--- src/rtl/cw_reorder_seq.sv ---
module cw_reorder_seq #(
  parameter int LW = 8,
  parameter int DW = 8
) (
  input  logic          clk,
  input  logic          rst_n,
  input  logic          cfg_we,
  input  logic [1:0]    cfg_mode,
  input  logic [LW-1:0] cfg_blk_len,
  input  logic [LW-1:0] cfg_msg_len,
  input  logic          in_valid,
  output logic          in_ready,
  input  logic [DW-1:0] in_data,
  input  logic          in_corr,
  input  logic          in_over,
  output logic          out_valid,
  output logic [DW-1:0] out_data,
  output logic          out_err,
  output logic          out_status_n
);
  localparam int DEPTH = 1 << LW;
  localparam logic [1:0] M_ENC = 2'd1;
  localparam logic [1:0] M_DEC = 2'd2;

  logic [1:0]    mode_r;
  logic [LW-1:0] n_r, k_r;

  logic [DW:0]   mem [2][DEPTH];
  logic [1:0]    full;
  logic          wsel, rsel;
  logic [LW-1:0] wcnt, rcnt;
  logic [LW-1:0] b_len [2];
  logic [LW-1:0] b_k   [2];
  logic [1:0]    b_mode[2];
  logic [1:0]    b_over;

  logic          wr, rd, wlast, rlast;
  logic [LW-1:0] wlen, raddr;
  logic [DW:0]   rword;

  assign in_ready = !full[wsel];
  assign wr       = in_valid && in_ready;
  assign rd       = full[rsel];
  assign wlen     = (wcnt == '0) ? n_r : b_len[wsel];
  assign wlast    = (wcnt == wlen - 1'b1);
  assign rlast    = (rcnt == b_len[rsel] - 1'b1);
  assign raddr    = b_len[rsel] - 1'b1 - rcnt;
  assign rword    = mem[rsel][raddr];

  always_ff @(posedge clk) begin
    if (!rst_n) begin
      mode_r <= 2'd0;
      n_r    <= LW'(1);
      k_r    <= LW'(1);
    end else if (cfg_we) begin
      mode_r <= cfg_mode;
      n_r    <= cfg_blk_len;
      k_r    <= cfg_msg_len;
    end
  end

  always_ff @(posedge clk) begin
    if (wr) mem[wsel][wcnt] <= {in_corr, in_data};
  end

  always_ff @(posedge clk) begin
    if (!rst_n) begin
      full         <= 2'b00;
      wsel         <= 1'b0;
      rsel         <= 1'b0;
      wcnt         <= '0;
      rcnt         <= '0;
      b_over       <= 2'b00;
      out_valid    <= 1'b0;
      out_data     <= '0;
      out_err      <= 1'b0;
      out_status_n <= 1'b1;
      for (int i = 0; i < 2; i++) begin
        b_len[i]  <= LW'(1);
        b_k[i]    <= '0;
        b_mode[i] <= 2'd0;
      end
    end else begin
      if (wr) begin
        if (wcnt == '0) begin
          b_len[wsel]  <= n_r;
          b_k[wsel]    <= k_r;
          b_mode[wsel] <= mode_r;
        end
        if (wlast) begin
          full[wsel]   <= 1'b1;
          b_over[wsel] <= in_over;
          wsel         <= !wsel;
          wcnt         <= '0;
        end else begin
          wcnt <= wcnt + 1'b1;
        end
      end

      out_valid    <= rd;
      out_err      <= 1'b0;
      out_status_n <= 1'b1;
      if (rd) begin
        out_data <= rword[DW-1:0];
        case (b_mode[rsel])
          M_ENC:   out_err <= (rcnt >= b_k[rsel]);
          M_DEC:   out_err <= rword[DW];
          default: out_err <= 1'b0;
        endcase
        if (rlast) begin
          full[rsel]   <= 1'b0;
          rsel         <= !rsel;
          rcnt         <= '0;
          out_status_n <= (b_mode[rsel] == M_DEC) ? b_over[rsel] : 1'b0;
        end else begin
          rcnt <= rcnt + 1'b1;
        end
      end
    end
  end
endmodule

--- config.mk ---
export PLATFORM = sky130hd
export DESIGN_NAME = cw_reorder_seq
export DESIGN_NICKNAME = d
export VERILOG_FILES = /design/src/rtl/cw_reorder_seq.sv
export SDC_FILE = /design/constraint.sdc
export NUM_CORES = 2
export LEC_CHECK = 0
export ABC_AREA = 0
export BUFFER_PORTS_ARGS = -buffer_cell sky130_fd_sc_hd__clkbuf_2
export CORE_MARGIN = 2
export CORE_UTILIZATION = 57
export CTS_CLUSTER_DIAMETER = 200
export DETAILED_ROUTE_END_ITERATION = 6
export PLACE_DENSITY = 0.77
export RECOVER_POWER = 25
export SKIP_LAST_GASP = 1
export SYNTH_ARGS = -nofsm -noshare
export SYNTH_HDL_FRONTEND = slang
export SYNTH_MEMORY_MAX_BITS = 65536
export SYNTH_SLANG_ARGS = --single-unit
export TNS_END_PERCENT = 100
--- constraint.sdc ---
create_clock -name clk -period 5.7 [get_ports clk]
set_input_delay 0.285 -clock clk [delete_from_list [all_inputs] [get_ports clk]]
set_output_delay 0.285 -clock clk [all_outputs]
set_load 0.01 [all_outputs]
==> summary.md <==
| Metric | Value |
|---|---|
| PD cells | 368.9 nW/um^2 |
| Achievable Freq | 177.5 MHz |
| Post-CTS setup buffer count | 0 |
| Final slew viol count | 2242 |
| Clock slew at reported path FFs | 70 ps |
| Most common cell after layout, fill and taps aside | edfxtp_1 |
| Crit-path max cell delay | 1110 ps |
| Most frequent cells in the layout | 4644 x edfxtp_1, 1287 x mux4_2, 607 x nor2_1 |
| Syn avg cell area | 21.43 sq um |
| Asr flop ratio synth | 0% |
| DP HPWL | 294.4 mm |
| DR WL/cell | 37.37 um |
| Dpl ws | 539.6 ps |
| Fin nets | 8867 |
| Max-cap violations | 19 |
| Hold Startpoint | in_over |
| DR iter-0 viols | 16560 |
| CP startpoint kind | flop |
| WL final | 504.3 mm |
| Synth Register Bits | 4697 |
| Gate Count Post-Synth | 8545 |
| Crit Path Category | flop to flop |
| Post-cts sizing count | 0 |
| Port bufs | 43 |
| Max Used Layer | met5 |
| Seq/Total Area, Yosys | 76.74% |
| TritonCTS buffer count | 439 |
| Hold Vio Cnt, Final | 0 |
| Vias in the first global route | 93422 |
| 1st-pass router iterations | 7 |
| Post-Synth Adder-Cell Area | 0.1886% |
| Syn. warnings | 0 |
| Final worst setup slack | 66.64 ps |
| Worst Hold Class | primary input to flop |
| Critical Path RT | 6590 ps |
| Placed cell count | 12621 |
| Worst hold path endpoint | b_over[0] |
| Max-slew headroom | -304.3% |
| Worst slew pin tran | 6064 ps |
| Critical path, cell by cell | mux2i_1 > ha_1 > fa_4 > buf_12 > inv_4 > buf_12 > buf_4 > mux4_2 > o21ai_0 > a22oi_1 > nand3_1 > nand4_1 |
| Most used cell, CP | buf_12 |
| Final setup vio count | 0 |
| # clock sinks | 4697 |
| R2R depth | 12 |
| Compound-gate portion of the synthesized area | 1.455% |
| Peak supply drop | 0.3761 mV |
| DRC Markers | 24 |
| CTS tree | yes |
| Worst path buffer plus inverter count | 4 |
| Hold WS | 195.8 ps |
| Full die area | 325800 sq um |
| Die width | 570.8 um |
| Critical path peak fanout | 27 |
| Met3 wire len | 69.39 mm |
| Largest family of logic cells by synthesized area | multiplexers |
| RR Endpoint | out_data[6] |
| Post-Route M1 WL | 168.7 mm |
| Die height | 570.8 um |
| Initial antenna violation count | 21 |
| Std-Cell Rows | 208 |
| Gr ovfl total | 0 |
| Layout Cells excl Fill | 13495 |
| Period Utilization, post-route | 98.83% |
| Remaining antenna violation count | 0 |
| Ports | 44 |
| Post-synth EDFFs | 4644 |
| Synth Area in Simple Gates | 3.343% |
| Area grow syn2layout | 11.18% |
| Net Count, Synth | 8604 |
| First-pass GRT wire length | 713.3 mm |
| Deepest clock path buffer count | 4 |
| Synth unique cells | 78 |
| WL met2 | 232.8 mm |
| Clk root buf | clkbuf_16 |
| Vias/cell | 6.978 |
| Top FF cell, synth | edfxtp_1 |
| Nature of the critical path endpoint | flop |
| Clock Latency Late Sink | 1010 ps |
| Mux cell area share after synthesis | 16.66% |
| Synth Area in XOR/XNOR | 0.1790% |
| Hold Path Stages | 4 |
| Slowest cell on the critical path | o21ai_0 |
| Unrepaired setup endpoints after global routing | no |
| GPL Wtd Cong | 0.9873 |
| Crit path time final | 5633 ps |
| H-tree levels | 5 |
| Via count | 94169 |
| Layout cells sized above 1 | 24.46% |
| Largest net degree at the start of global routing | 201 |
| Leak pwr | 62.72 nW |
| Arr. time, crit path | 6520 ps |
| Core footprint | 320400 sq um |
| GRT Overall Usage | 31.09% |
| Worst reg2reg setup slack | 70 ps |
| Final Skew | 72.52 ps |
| Initial Utilization | 57.16% |
| Status | finished with violations |
| Failing checks | design-rule violations, max-capacitance violations, max-slew violations |
| CP top delay family | compound AO/OA/AOI/OAI gates |
| Cell Area, Synth | 183100 sq um |
==> stage by stage <==
stage	cell area (sq um)	power (mW)	TNS [ps]	util (%)
2_1_floorplan	183100	42.31	0	-
3_3_place_gp	189200	46.14	-527.2	59.06
3_5_place_dp	189200	46.25	0	59.07
4_1_cts	203800	74.73	0	63.61
5_1_grt	203600	76.23	0	63.54
6_report	203600	75.10	0	63.55
==> cells by family (layout without fill, tap and decap cells) <==
| logic type | Yosys count | count (layout) |
|---|---|---|
| AOI/OAI and AO/OA | 377 | 377 |
| xor gates and xnor gates | 35 | 35 |
| adders and majority gates | 27 | 27 |
| buffers and inverters | 537 | 1175 |
| DFF | 4697 | 4697 |
| muxes | 1439 | 1439 |
| other | 0 | 7 |
| and+or+nand+nor | 1433 | 1433 |
==> worst register-to-register path, stage by stage (launching register included) <==
cell	delay, ps
dfxtp_4	510
mux2i_1	290
ha_1	310
fa_4	740
buf_12	220
inv_4	280
buf_12	320
buf_4	540
mux4_2	450
o21ai_0	1110
a22oi_1	310
nand3_1	300
nand4_1	140
==> synth_stat cells, drive strengths merged, types with 7 or more instances <==
cell type  count  area, sq um
nand3        139        695.7
nor3b          7        52.55
o2111ai        8        70.07
o21ai         56        280.3
nor3          36        180.2
nor2b         14        87.58
xnor2         21        191.4
a211oi        18        135.1
a211o          7        61.31
a2111oi        9        78.83
xor2          13        113.9
ha            26        325.3
a21oi         56        280.3
edfxtp      4644       139500
dfxtp         53         1061
nand2        470         1764
a32o          10        100.1
nand4         49        312.8
a31oi         36        225.2
a22oi         39        292.8
clkbuf       236        885.9
o22ai         20        131.4
and3          18        112.6
nor2         613         2301
mux4        1287        28990
inv           24        90.09
and2          51        321.6
o211ai        14        105.1
a32oi         32        280.3
mux2i        147         1471
a311oi         8        70.07
buf          277         1649
a221oi        19        166.4
==> per-layer routing <==
layer / track usage [%] / vias up
met5: 0.1176 / -
met1: 41.56 / 48807
met2: 47.02 / 7840
met4: 16.65 / 16
met3: 8.701 / 1449
li1: - / 36057
==> power by group <==
group          switching [mW]  internal [mW]  leakage, nW
clock network            13.1           16.0         6.84
logic                    5.69           2.28         13.7
registers              0.0492           38.0         42.2
==> registers in the layout (all words and copies together), names as in the netlist, 4 cells and up, named ones only <==
register  cells
b_k          16
b_len        16
b_mode        4
k_r           8
mem        4608
n_r           8
out_data      8
rcnt          8
wcnt          8
==> worst max-delay path by stage <==
stage	endpoint	cells after the start	slack (ps)
floorplan	out_data[1]	23	30
CTS	out_err	13	420
global route	mem[0][1296]	2	90
global placement	out_data[3]	14	-530
detailed placement	out_err	13	540
finish	out_data[6]	12	70
==> cell type report <==
type | instances | area [sq um]
antenna | 7 | 17.52
clock buffer | 559 | 11720
clock inverter | 257 | 2327
fill | 19852 | 116800
inverter | 24 | 92.59
multi-input combinational | 3311 | 40310
sequential | 4697 | 140500
tap | 4305 | 5386
timing repair buffer | 335 | 3208
==> repair_timing <==
action | 4_1_cts | 5_1_grt
endpoints found under the hold margin | 694 | 0
hold buffers | 51 | 0
setup endpoints to repair | 0 | 0
Power figures use the tool's default switching activity.
